File: src/rtl/dmareq_pkg.sv
package dmareq_pkg;
    localparam int unsigned CHUNK_BYTES = 32;
    localparam int unsigned POS_W       = $clog2(CHUNK_BYTES);

    typedef enum logic [1:0] {
        SRC_NONE = 2'd0,
        SRC_ACK  = 2'd1,
        SRC_CS   = 2'd2
    } cycle_src_e;
endpackage

File: src/rtl/dmareq_sync.sv
module dmareq_sync #(
    parameter int unsigned STAGES = 2
) (
    input  logic clk,
    input  logic rst,
    input  logic d,
    output logic level,
    output logic rise
);
    logic [STAGES-1:0] chain_q;
    logic              prev_q;

    generate
        if (STAGES == 1) begin : g_single
            always_ff @(posedge clk) begin
                if (rst) chain_q <= '0;
                else     chain_q <= d;
            end
        end else begin : g_chain
            always_ff @(posedge clk) begin
                if (rst) chain_q <= '0;
                else     chain_q <= {chain_q[STAGES-2:0], d};
            end
        end
    endgenerate

    always_ff @(posedge clk) begin
        if (rst) prev_q <= 1'b0;
        else     prev_q <= level;
    end

    assign level = chain_q[STAGES-1];
    assign rise  = level & ~prev_q;
endmodule

File: src/rtl/dmareq_decode.sv
module dmareq_decode
    import dmareq_pkg::*;
#(
    parameter int unsigned LEN_W = 12
) (
    input  logic             ack_lvl,
    input  logic             cs_lvl,
    input  logic             wr_rise,
    input  logic [LEN_W-1:0] remaining,
    output cycle_src_e       src,
    output logic             accept
);
    always_comb begin
        if (ack_lvl)     src = SRC_ACK;
        else if (cs_lvl) src = SRC_CS;
        else             src = SRC_NONE;
        accept = wr_rise && (src != SRC_NONE) && (remaining != '0);
    end
endmodule

File: src/rtl/dma_tx_req_ctrl.sv
module dma_tx_req_ctrl
    import dmareq_pkg::*;
#(
    parameter int unsigned LEN_W       = 12,
    parameter int unsigned SYNC_STAGES = 2
) (
    input  logic             clk,
    input  logic             rst,
    input  logic             wr_strobe,
    input  logic             dack,
    input  logic             cs_strobe,
    input  logic             load_count,
    input  logic [LEN_W-1:0] load_len,
    output logic             dma_req,
    output logic             fifo_we
);
    localparam int unsigned N_STROBES = 3;
    localparam logic [POS_W-1:0] POS_EARLY = POS_W'(CHUNK_BYTES - 2);
    localparam logic [LEN_W-1:0] ONE_LEFT  = LEN_W'(1);
    localparam logic [LEN_W-1:0] TWO_LEFT  = LEN_W'(2);

    typedef struct packed {
        logic [LEN_W-1:0] rem;
        logic [POS_W-1:0] pos;
        logic             req;
        logic             hold;
        logic             we;
    } ctrl_t;

    ctrl_t st_d, st_q;

    // strobe synchronizers: index 0 write, 1 acknowledge, 2 chip select
    logic [N_STROBES-1:0] raw_vec, lvl_vec, rise_vec;
    assign raw_vec = {cs_strobe, dack, wr_strobe};

    generate
        for (genvar g = 0; g < N_STROBES; g++) begin : g_sync
            dmareq_sync #(.STAGES(SYNC_STAGES)) u_sync (
                .clk   (clk),
                .rst   (rst),
                .d     (raw_vec[g]),
                .level (lvl_vec[g]),
                .rise  (rise_vec[g])
            );
        end
    endgenerate

    logic       wr_rise, ack_lvl, cs_lvl, ack_rise, cs_rise;
    assign wr_rise  = rise_vec[0];
    assign ack_lvl  = lvl_vec[1];
    assign ack_rise = rise_vec[1];
    assign cs_lvl   = lvl_vec[2];
    assign cs_rise  = rise_vec[2];

    cycle_src_e cyc_src;
    logic       accept;
    logic       lvl_wr_unused;
    assign lvl_wr_unused = lvl_vec[0];

    dmareq_decode #(.LEN_W(LEN_W)) u_decode (
        .ack_lvl   (ack_lvl),
        .cs_lvl    (cs_lvl),
        .wr_rise   (wr_rise),
        .remaining (st_q.rem),
        .src       (cyc_src),
        .accept    (accept)
    );

    logic cycle_selected;
    assign cycle_selected = (cyc_src != SRC_NONE);

    always_comb begin
        st_d    = st_q;
        st_d.we = 1'b0;
        if (load_count) begin
            st_d.rem  = load_len;
            st_d.pos  = '0;
            st_d.req  = (load_len != '0);
            st_d.hold = 1'b0;
        end else if (accept) begin
            st_d.we  = 1'b1;
            st_d.rem = st_q.rem - ONE_LEFT;
            st_d.pos = st_q.pos + 1'b1;
            if (st_q.rem == ONE_LEFT) begin
                st_d.req  = 1'b0;
                st_d.hold = 1'b0;
            end else if (st_q.rem == TWO_LEFT || st_q.pos == POS_EARLY) begin
                st_d.req  = 1'b0;
                st_d.hold = 1'b1;
            end
        end else if (st_q.hold && (ack_rise || cs_rise)) begin
            st_d.hold = 1'b0;
            st_d.req  = (st_q.rem > ONE_LEFT);
        end
    end

    always_ff @(posedge clk) begin
        if (rst) st_q <= '0;
        else     st_q <= st_d;
    end

    // observation points for the bound checker
    logic [LEN_W-1:0] rem_q;
    logic             hold_q;
    assign rem_q  = st_q.rem;
    assign hold_q = st_q.hold;

    assign dma_req = st_q.req;
    assign fifo_we = st_q.we;
endmodule

File: config.mk
export PLATFORM = sky130hd
export DESIGN_NAME = dma_tx_req_ctrl
export DESIGN_NICKNAME = d
export VERILOG_FILES = /design/src/rtl/dmareq_pkg.sv /design/src/rtl/dmareq_sync.sv /design/src/rtl/dmareq_decode.sv /design/src/rtl/dma_tx_req_ctrl.sv
export SDC_FILE = /design/constraint.sdc
export NUM_CORES = 1
export LEC_CHECK = 0
export CAP_MARGIN = 30
export CORE_ASPECT_RATIO = 1.75
export CORE_UTILIZATION = 25
export CTS_CLUSTER_SIZE = 24
export DETAILED_ROUTE_END_ITERATION = 10
export PLACE_DENSITY = 0.44
export SYNTH_ARGS = -nofsm -noshare
export SYNTH_HDL_FRONTEND = slang
export SYNTH_SLANG_ARGS = --single-unit
File: constraint.sdc
create_clock -name clk -period 2.4 [get_ports clk]
set_input_delay 0.48 -clock clk [delete_from_list [all_inputs] [get_ports clk]]
set_output_delay 0.48 -clock clk [all_outputs]
set_load 0.02 [all_outputs]
# ---- Yosys cells after proc, flatten, opt, wreduce, memory -nomap -nowiden
# Index checks and enable logic that the tools add are counted.
dict set report word_totals {
  input_bits 18
  wordCells 48
  ff_bits 29
  output_inout_bits 2
}
dict set report op_classes {
  add_sub_neg 2
  n_mux 9
  n_bitwise 6
  n_eq_ne 5
  magnitude_cmp 1
  reduce_logical 14
}
# cell count
set ops {}
lappend ops {{nonzero test 12 bit} 2}
lappend ops {{2-to-1 mux 19 bit} 1}
lappend ops {{2-to-1 mux 17 bit} 1}
lappend ops {{== test 12 x 1 -> 1 bit (second input constant)} 1}
lappend ops {{== test 12 x 2 -> 1 bit (second input constant)} 1}
lappend ops {{greater-than comparator 12 x 1 -> 1 bit (second input constant)} 1}
lappend ops {{2-to-1 mux 2 bit} 6}
lappend ops {{subtractor 12 x 1 -> 12 bit (second input constant)} 1}
lappend ops {{nonzero test 2 bit} 3}
lappend ops {{adder 5 x 1 -> 5 bit (second input constant)} 1}
lappend ops {{== test 5 bit (second input constant)} 1}
lappend ops {{!= test 4 x 2 -> 1 bit (second input constant)} 1}
lappend ops {{AND reduction 2 bit} 2}
lappend ops {{bitwise AND 1 bit} 3}
lappend ops {{logical AND 1 bit} 3}
lappend ops {{!= test 3 x 1 -> 1 bit (second input constant)} 1}
lappend ops {{NOT 1 bit} 3}
lappend ops {{nonzero test 3 bit} 1}
lappend ops {{logical OR 1 bit} 2}
lappend ops {{OR reduction 2 bit} 1}
lappend ops {{2-to-1 mux 1 bit} 1}

# ---- Longest topological paths before layout
# Gate-level depths: netlist (run 1).
dict set report logic_depth {
  depth_word 7
  depth_mapped 7
  ltp_nobuf 6
}

# ---- Cells and area by module
# Synthesis (run 1) repeated with hierarchy kept, for this count alone.
dict set report unflattened {
  hier_cells 155
  area_unflattened_um2 1435.1
}
# module cells_per_inst area_per_inst_um2 seq_area_each_um2 instances
set by_module_without_submodules {}
lappend by_module_without_submodules {dma_tx_req_ctrl 127 1116.1 400.4 1}
lappend by_module_without_submodules {dmareq_sync 7 87.6 60.1 3}
lappend by_module_without_submodules {dmareq_decode 7 56.3 0.0 1}

# ---- Least setup slack after synthesis (run 1)
# OpenSTA, ideal clock, no wires.
dict set report synth_path {
  kind {register to register}
  startpoint {register st_q, in the netlist rem_q[0]}
  endpoint {register st_q, in the netlist rem_q[4]}
  arrival_time_ps 1856
  n_path_buf 0
  setup_time_ps 79
  setup_slack_ps 465
  synth_period_minus_slack_ps 1935
  path_stages_with_launch 7
  required_time_ps 2321
  path_cell_list {dfxtp_1 inv_1 ha_1 or3b_1 or4b_1 xor2_1 a211oi_2}
}
dict set report synth_via {
  elab_chain_cells 3
  word_cells_on_any_way 6
  classes_between {add/sub (1); mux (2); reduce/logical (3)}
}
# item line
set synth_rtl {}
lappend synth_rtl {{from (decl)} dma_tx_req_ctrl.sv:30} ;# ctrl_t st_d, st_q;
lappend synth_rtl {{from (signal assigned)} dma_tx_req_ctrl.sv:99} ;# else st_q <= st_d;
lappend synth_rtl {{subtractor 12 x 1 -> 12 bit / nonzero test 12 bit (equally long branches)} {dma_tx_req_ctrl.sv:82, dmareq_decode.sv:17}}
lappend synth_rtl {{2-to-1 mux 17 bit / logical AND 1 bit (equally long branches)} {dma_tx_req_ctrl.sv:80, dmareq_decode.sv:17}}
lappend synth_rtl {{2-to-1 mux 19 bit / nonzero test 2 bit (equally long branches)} -}
# Parallel ways exist; a longest one is shown, timed or not. The select of a mux whose other input is x is not followed.
# A chain may end at the register's enable or synchronous reset.

# ---- Final worst setup path (run 1)
# Ends and elaborated chain as after synthesis.

==> results.md, run 1 <==
* Worst-path fanout max at 7
* Vias per cell at 4.795
* H-tree depth at 2
* Worst-Margin Slew at 0.7007 ns
* Switch share at 25.25%
* Clk pin slew, worst setup/hold paths at around 0.06 ns
* R2R Setup Slk at about 0.29 ns
* CP arrival at between 2 and 2.5 ns
* # setup viols final at 0
* Number of synthesized flops with an enable pin at 0
* Vias in the first global route at 1,304
* DRT Pass-1 Iters at 4
* NumNets Final at 207
* Hold WS at 0.4388 ns
* Tcrit/Tclk final at 88.09%
* RR Startpoint: rem_q[0]
* Worst-skew pair later-pin latency at 0.28 ns
* Worst slew margin at 53.11%
* Synth area leader: dfxtp_1
* Req. time, crit path at around 2.6 ns
* Largest net degree at the start of global routing at 24
* DIE HEIGHT at 101.6 um
* Fillers at 580
* Max Fclk at 0.4730 GHz
* Multi-input logic area at a little under 800 sq um
* Fin crit period at 2.114 ns
* Final hold violations at 0
* Hold path depth at 1
* Total track usage at 13.54%
* P_sw at 0.0002835 W
* Post-Layout Cell Count at approximately 260
* Clock sinks at 29
* First-pass GRT wire length at between 6000 and 7000 um
* Path category of the worst min-delay check: reg2reg
* Max-cap violations at 0
* CP peak stage delay at 0.49 ns
* P per Cell Area at 614.8 nW/um^2
* Num ports at 20
* Root cell of the clock tree: clkbuf_8
* # diodes at 0
* Post-CTS sizing at 0
* Internal at 0.0008395 W
* Static leakage at 0.6519 nW
* Clock tree buffer depth at 2
* Worst Setup EP: rem_q[4]
* Layout cell share with drive strength beyond 1 at 10.81%
* Reg2Reg Depth at 6
* Setup bufs post-CTS at 0
* RSZ-0062 raised after global routing: no
* Slowest cell on crit path: or4b_1
* Synthesized area at 1418 sq um
* Setup CP Type: reg2reg
* Final Util at approximately a third
* CTS buffer count at 5
* CTS tree: built
* Via count at 1,242
* DRC at 0
* Post-Route WL at 3580 um
* GP Congestion at 0.8428
* DRT iter0 DRCs at 39
* Fin Clk Skew at ~0.0067 ns
* DP HPWL at 2688 um
* Slew Viols, Final at 0
* Yosys top cell area share at roughly 41%
* Setup crit start: rem_q[0]
* Comb pwr share at 13.7%
* Async SR Flop Fraction at 0%
* Grt ovf at 0
* Port bufs at 19
* Setup crit start kind: flip-flop
* Core Region at 5343 sq um
* Die X-Extent at 58.93 um
* Yosys warning count at 0
* VDD IR max at about 0.23 mV
* Post-layout power at 0.001123 W
* Sequential share of the synthesized area at 40.95%
* Cell count after synthesis at between 150 and 200
* Main flop type after synthesis: dfxtp_1
* Run status: finished, final reports clean
* Mean Syn Cell Area at 8.972 sq um
* Placed Cells incl. Taps at 251
* Yosys reg bits at 29
* Area grow syn2layout at 28.86%
* Row count at 35
* CTS Hold Bufs at 0
* Die Area at 5988 sq um
* Setup TNS at 0 ns
* Net count after synthesis at 181
* Post-synth cell types at 38
* Initial antenna violation count at 0
* Top area cells in the synthesized netlist: dfxtp_1, xor2_1, nor2_1
* Wire length per cell at 13.82 um
* R2R Path End: rem_q[4]
* Clk pwr share at about two fifths
* Reg power frac at 46.8%
* Starting Density at 26.53%
* Crit end category: flip-flop
* Final ANT Viol Nets at 0
* Crit-path cells: inv_1 > ha_1 > or3b_1 > or4b_1 > xor2_1 > a211oi_2
* FF+latch area at 580.6 sq um
## area by class of cell
| cell class | count | share of cell area [%] |
|---|---|---|
| flip-flops and latches | 29 | 31.78 |
| repair buffers | 26 | 13.29 |
| clock buffers | 7 | 5.274 |
| inverters | 4 | 0.8219 |
| well taps | 74 | 5.068 |
| multi-input cells | 118 | 43.49 |
| clock inverters | 1 | 0.2740 |
## cell families (layout without fill, tap and decap cells)
family                   count (synthesis)  after routing  share of synthesized area (%)
AND/OR/NAND/NOR                         76             76                          30.54
flip-flops                              29             29                          40.95
AO/OA/AOI/OAI                           22             22                          11.74
XOR/XNOR                                14             14                          8.650
buffers and inverters                   11             38                          3.000
adder cells (fa/ha/maj)                  5              5                          4.413
multiplexers                             1              1                         0.7061
## sequential cells by signal, indices dropped and copies added, names as in the netlist
name                   count
g_sync.u_sync.prev_q       3
fifo_we                    1
dma_req                    1
g_sync.u_sync.chain_q      6
st_q                       5
rem_q                     12
hold_q                     1
## synth_stat cells, drive strengths merged (2+ instances only)
cell type and number:
and3 2, nor2b 11, clkbuf 5, buf 2
nand3b 2, nor3 5, dfxtp 29, ha 5
xnor2 3, inv 4, a21oi 3, nand2b 3
nor4 5, nor2 22, xor2 11, a211oi 11
nand2 4, nand4 10, or2 2, nand3 5
## through the flow
step           area (sq um)  worst slack, ns
3_5_place_dp           1725           0.3098
5_1_grt                1827           0.1967
4_1_cts                1827           0.2720
2_1_floorplan          1418           0.4650
3_3_place_gp           1725           0.3939
6_report               1827           0.2859
## power groups by stage
stage | sequential (W) | clock (W) | combinational (W)
global placement | 0.000536 | 0 | 0.000152
detailed placement | 0.000536 | 0 | 0.000153
global route | 0.000528 | 0.000474 | 0.000170
CTS | 0.000525 | 0.000463 | 0.000154
floorplan | 0.000532 | 0 | 0.0000850
finish | 0.000525 | 0.000444 | 0.000154
## layout by cell type, fill, tap and decap left out, drive strengths merged, types with 2 or more instances in the layout
cell type and n:
or2 2, and3 2, nor4 5, xnor2 3, nand3 5, nor2 22
ha 5, nor2b 11, nor3 5, dfxtp 29, a21oi 3, a211oi 11
nand2 4, nand4 10, buf 7, nand2b 3, nand3b 2, clkbuf 7
clkdlybuf4s50 19, xor2 11, inv 4
## layer usage
layer	vias to the layer above	wire (um)	global-route usage [%]	part of all wire (%)
li1	615	-	-	-
met1	574	1462	14.71	41
met2	39	1792	23.16	50
met3	14	154	3.193	4.3
met4	0	171	8.242	4.8
met5	-	0	0	0
## worst min-delay path by stage
stage / start / endpoint / slack [ns]
2_1_floorplan: g_sync[0].u_sync.chain_q[0] / g_sync[0].u_sync.chain_q[1] / 0.41
3_3_place_gp: g_sync[0].u_sync.chain_q[0] / g_sync[0].u_sync.chain_q[1] / 0.42
3_5_place_dp: g_sync[2].u_sync.chain_q[0] / g_sync[2].u_sync.chain_q[1] / 0.43
4_1_cts: g_sync[1].u_sync.chain_q[0] / g_sync[1].u_sync.chain_q[1] / 0.45
5_1_grt: g_sync[2].u_sync.chain_q[0] / g_sync[2].u_sync.chain_q[1] / 0.46
6_report: g_sync[2].u_sync.chain_q[0] / g_sync[2].u_sync.chain_q[1] / 0.44
## worst max-delay path: cells and delay by family, from the launching register on
family / cells / cell delay [ns]
buffers and inverters: 1 / 0.12
AO/OA/AOI/OAI: 1 / 0.22
AND/OR/NAND/NOR: 2 / 0.90
XOR/XNOR: 1 / 0.16
adder cells (fa/ha/maj): 1 / 0.30
flip-flops: 1 / 0.33
Power figures use the tool's default switching activity.
==> run 2, diff against run 1 <==
--- a/config.mk
+++ b/config.mk
@@ -6,7 +6,6 @@
 export NUM_CORES = 1
 export LEC_CHECK = 0
 export CAP_MARGIN = 30
-export CORE_ASPECT_RATIO = 1.75
 export CORE_UTILIZATION = 25
 export CTS_CLUSTER_SIZE = 24
 export DETAILED_ROUTE_END_ITERATION = 10
==> results.md, run 2 (synthesized netlist as in run 1, its figures left out) <==
* Run status: finished, final reports clean
* RR Startpoint: rem_q[0]
* VDD IR max at 0.3147 mV (+39%)
* Starting Density at 25.90% (-0.63 points)
* Hold_sp: g_sync[1].u_sync.chain_q[0]
* Worst Setup EP: rem_q[4]
* Final ANT Viol Nets at 0 (unchanged)
* Max-cap violations at 0 (unchanged)
* Tcrit/Tclk final at 87.17% (-0.92 points)
* Setup TNS at 0 ns (unchanged)
* Max Fclk at 0.4780 GHz (+1.1%)
* NumNets Final at 206 (-0.48%)
* Num ports at 20 (unchanged)
* Crit end category: flip-flop
* Setup bufs post-CTS at 0 (unchanged)
* CTS buffer count at 5 (unchanged)
* Setup crit start: rem_q[0]
* Core Region at 5473 sq um (+2.4%)
* DRT Pass-1 Iters at 4 (unchanged)
* Path category of the worst min-delay check: reg2reg
* Clk pin slew, worst setup/hold paths at 0.06 ns (about the same)
* Commonest non-fill, non-tap cell in the layout: dfxtp_1
* DP HPWL at 2446 um (-9.0%)
* Final hold violations at 0 (unchanged)
* Max reg flops at 12 (unchanged)
* Slew Viols, Final at 0 (unchanged)
* Largest net degree at the start of global routing at 24 (unchanged)
* Clock tree buffer depth at 2 (unchanged)
* FF+latch area at 580.6 sq um (unchanged)
* Wire length per cell at 12.64 um (-8.5%)
* H-tree depth at 2 (unchanged)
* Die X-Extent at 77.30 um (+31%)
* Most frequent cells in the layout: dfxtp_1, nor2_1, clkdlybuf4s50_1
* RSZ-0062 raised after global routing: no
* Total track usage at 12.08% (-1.5 points)
* Static leakage at 0.6471 nW (-0.74%)
* DRC at 0 (unchanged)
* Layout cell share with drive strength beyond 1 at 10.33% (-0.48 points)
* Post-layout power at 0.001117 W (-0.56%)
* Row count at 27 (-23%)
* Die Area at 5975 sq um (-0.21%)
* Vias in the first global route at 1,209 (-7.3%)
* Slowest cell on crit path: or4b_1
* CP arrival at 2.29 ns (-0.02 ns)
* Worst-path fanout max at 7 (unchanged)
* Reg2Reg Depth at 6 (unchanged)
* CP peak stage delay at 0.49 ns (about the same)
* # diodes at 0 (unchanged)
* Root cell of the clock tree: clkbuf_8
* Vias per cell at 4.855 (+1.3%)
* R2R Setup Slk at 0.31 ns (+0.02 ns)
* Setup CP Type: reg2reg
* R2R Path End: rem_q[4]
* Multi-input logic area at 794.5 sq um (unchanged)
* Area grow syn2layout at 28.16%
* Post-CTS sizing at 0 (unchanged)
* Post-Route WL at 3236 um (-9.6%)
* Grt ovf at 0 (unchanged)
* Worst slew margin at 66.83% (+14 points)
* Initial antenna violation count at 0 (unchanged)
* CTS Hold Bufs at 0 (unchanged)
* P per Cell Area at 614.7 nW/um^2 (about the same)
* DIE HEIGHT at 77.30 um (-24%)
* Worst-skew pair later-pin latency at 0.28 ns (about the same)
* Fin crit period at 2.092 ns (-0.02217 ns)
* First-pass GRT wire length at 5568 um (-8.2%)
* CTS tree: built
* Clock sinks at 29 (unchanged)
* # setup viols final at 0 (unchanged)
* Via count at 1,243 (+0.081%)
* Setup crit start kind: flip-flop
* Crit-path cells: inv_1 > ha_1 > or3b_1 > or4b_1 > xor2_1 > a211oi_2
* DRT iter0 DRCs at 96 (+150%)
* Worst-Margin Slew at 0.4958 ns (-0.2049 ns)
* GP Congestion at 0.8371 (-0.68%)
* Port bufs at 19 (unchanged)
* Req. time, crit path at 2.60 ns (about the same)
* Fillers at 582 (+0.34%)
* Fin Clk Skew at 0.002867 ns (-0.003845 ns)
==> run 2: cell count changes in the layout (fill, tap and decap cells not counted) <==
cell,change
buf_4,-1
==> run 2: worst min path at each step <==
stage                             endpoint  slack [ns]  depth (start not counted)
2_1_floorplan  g_sync[0].u_sync.chain_q[1]        0.41                          1
3_3_place_gp   g_sync[1].u_sync.chain_q[1]        0.42                          1
3_5_place_dp   g_sync[1].u_sync.chain_q[1]        0.43                          1
4_1_cts        g_sync[1].u_sync.chain_q[1]        0.44                          1
5_1_grt        g_sync[1].u_sync.chain_q[1]        0.45                          1
6_report       g_sync[1].u_sync.chain_q[1]        0.44                          1
==> run 2: area by class of cell <==
class | instances | area share, %
sequential | 29 | 31.96
inverter | 4 | 0.8264
timing repair buffer | 25 | 12.95
clock inverter | 1 | 0.2755
clock buffer | 7 | 5.303
tap | 72 | 4.959
multi-input combinational | 118 | 43.73
==> run 2: worst max-delay path: cells and delay by family, from the launching register on <==
kind	cells	cell delay, ns
adder cells (fa/ha/maj)	1	0.29
XOR/XNOR	1	0.16
buffers and inverters	1	0.12
flip-flops	1	0.33
AND/OR/NAND/NOR	2	0.91
AO/OA/AOI/OAI	1	0.20
==> run 2: layer usage <==
metal  part of all wire [%]  GRT usage [%]
met1                     45          14.13
met2                     47          19.20
met3                    5.9          5.238
met4                    1.5          4.906
met5                      0              0
==> run 2: power by group <==
group	internal (W)	leakage, nW	switching [W]
combinational	0.0000759	0.354	0.0000743
sequential	0.000504	0.239	0.0000215
clock	0.000259	0.0542	0.000183
total	0.000838	0.647	0.000278
==> run 2: stage by stage <==
step | setup WS [ns] | cells | instance area [sq um] | util, % | hold slack, ns
after CTS | 0.3018 | 256 | 1817 | 33.20 | 0.4449
after floorplan | 0.4650 | 158 | 1418 | - | 0.4138
final | 0.3080 | 256 | 1817 | 33.20 | 0.4367
after global placement | 0.4008 | 248 | 1715 | 31.34 | 0.4202
after detailed placement | 0.3279 | 248 | 1715 | 31.34 | 0.4297
after global routing | 0.2203 | 256 | 1817 | 33.20 | 0.4547
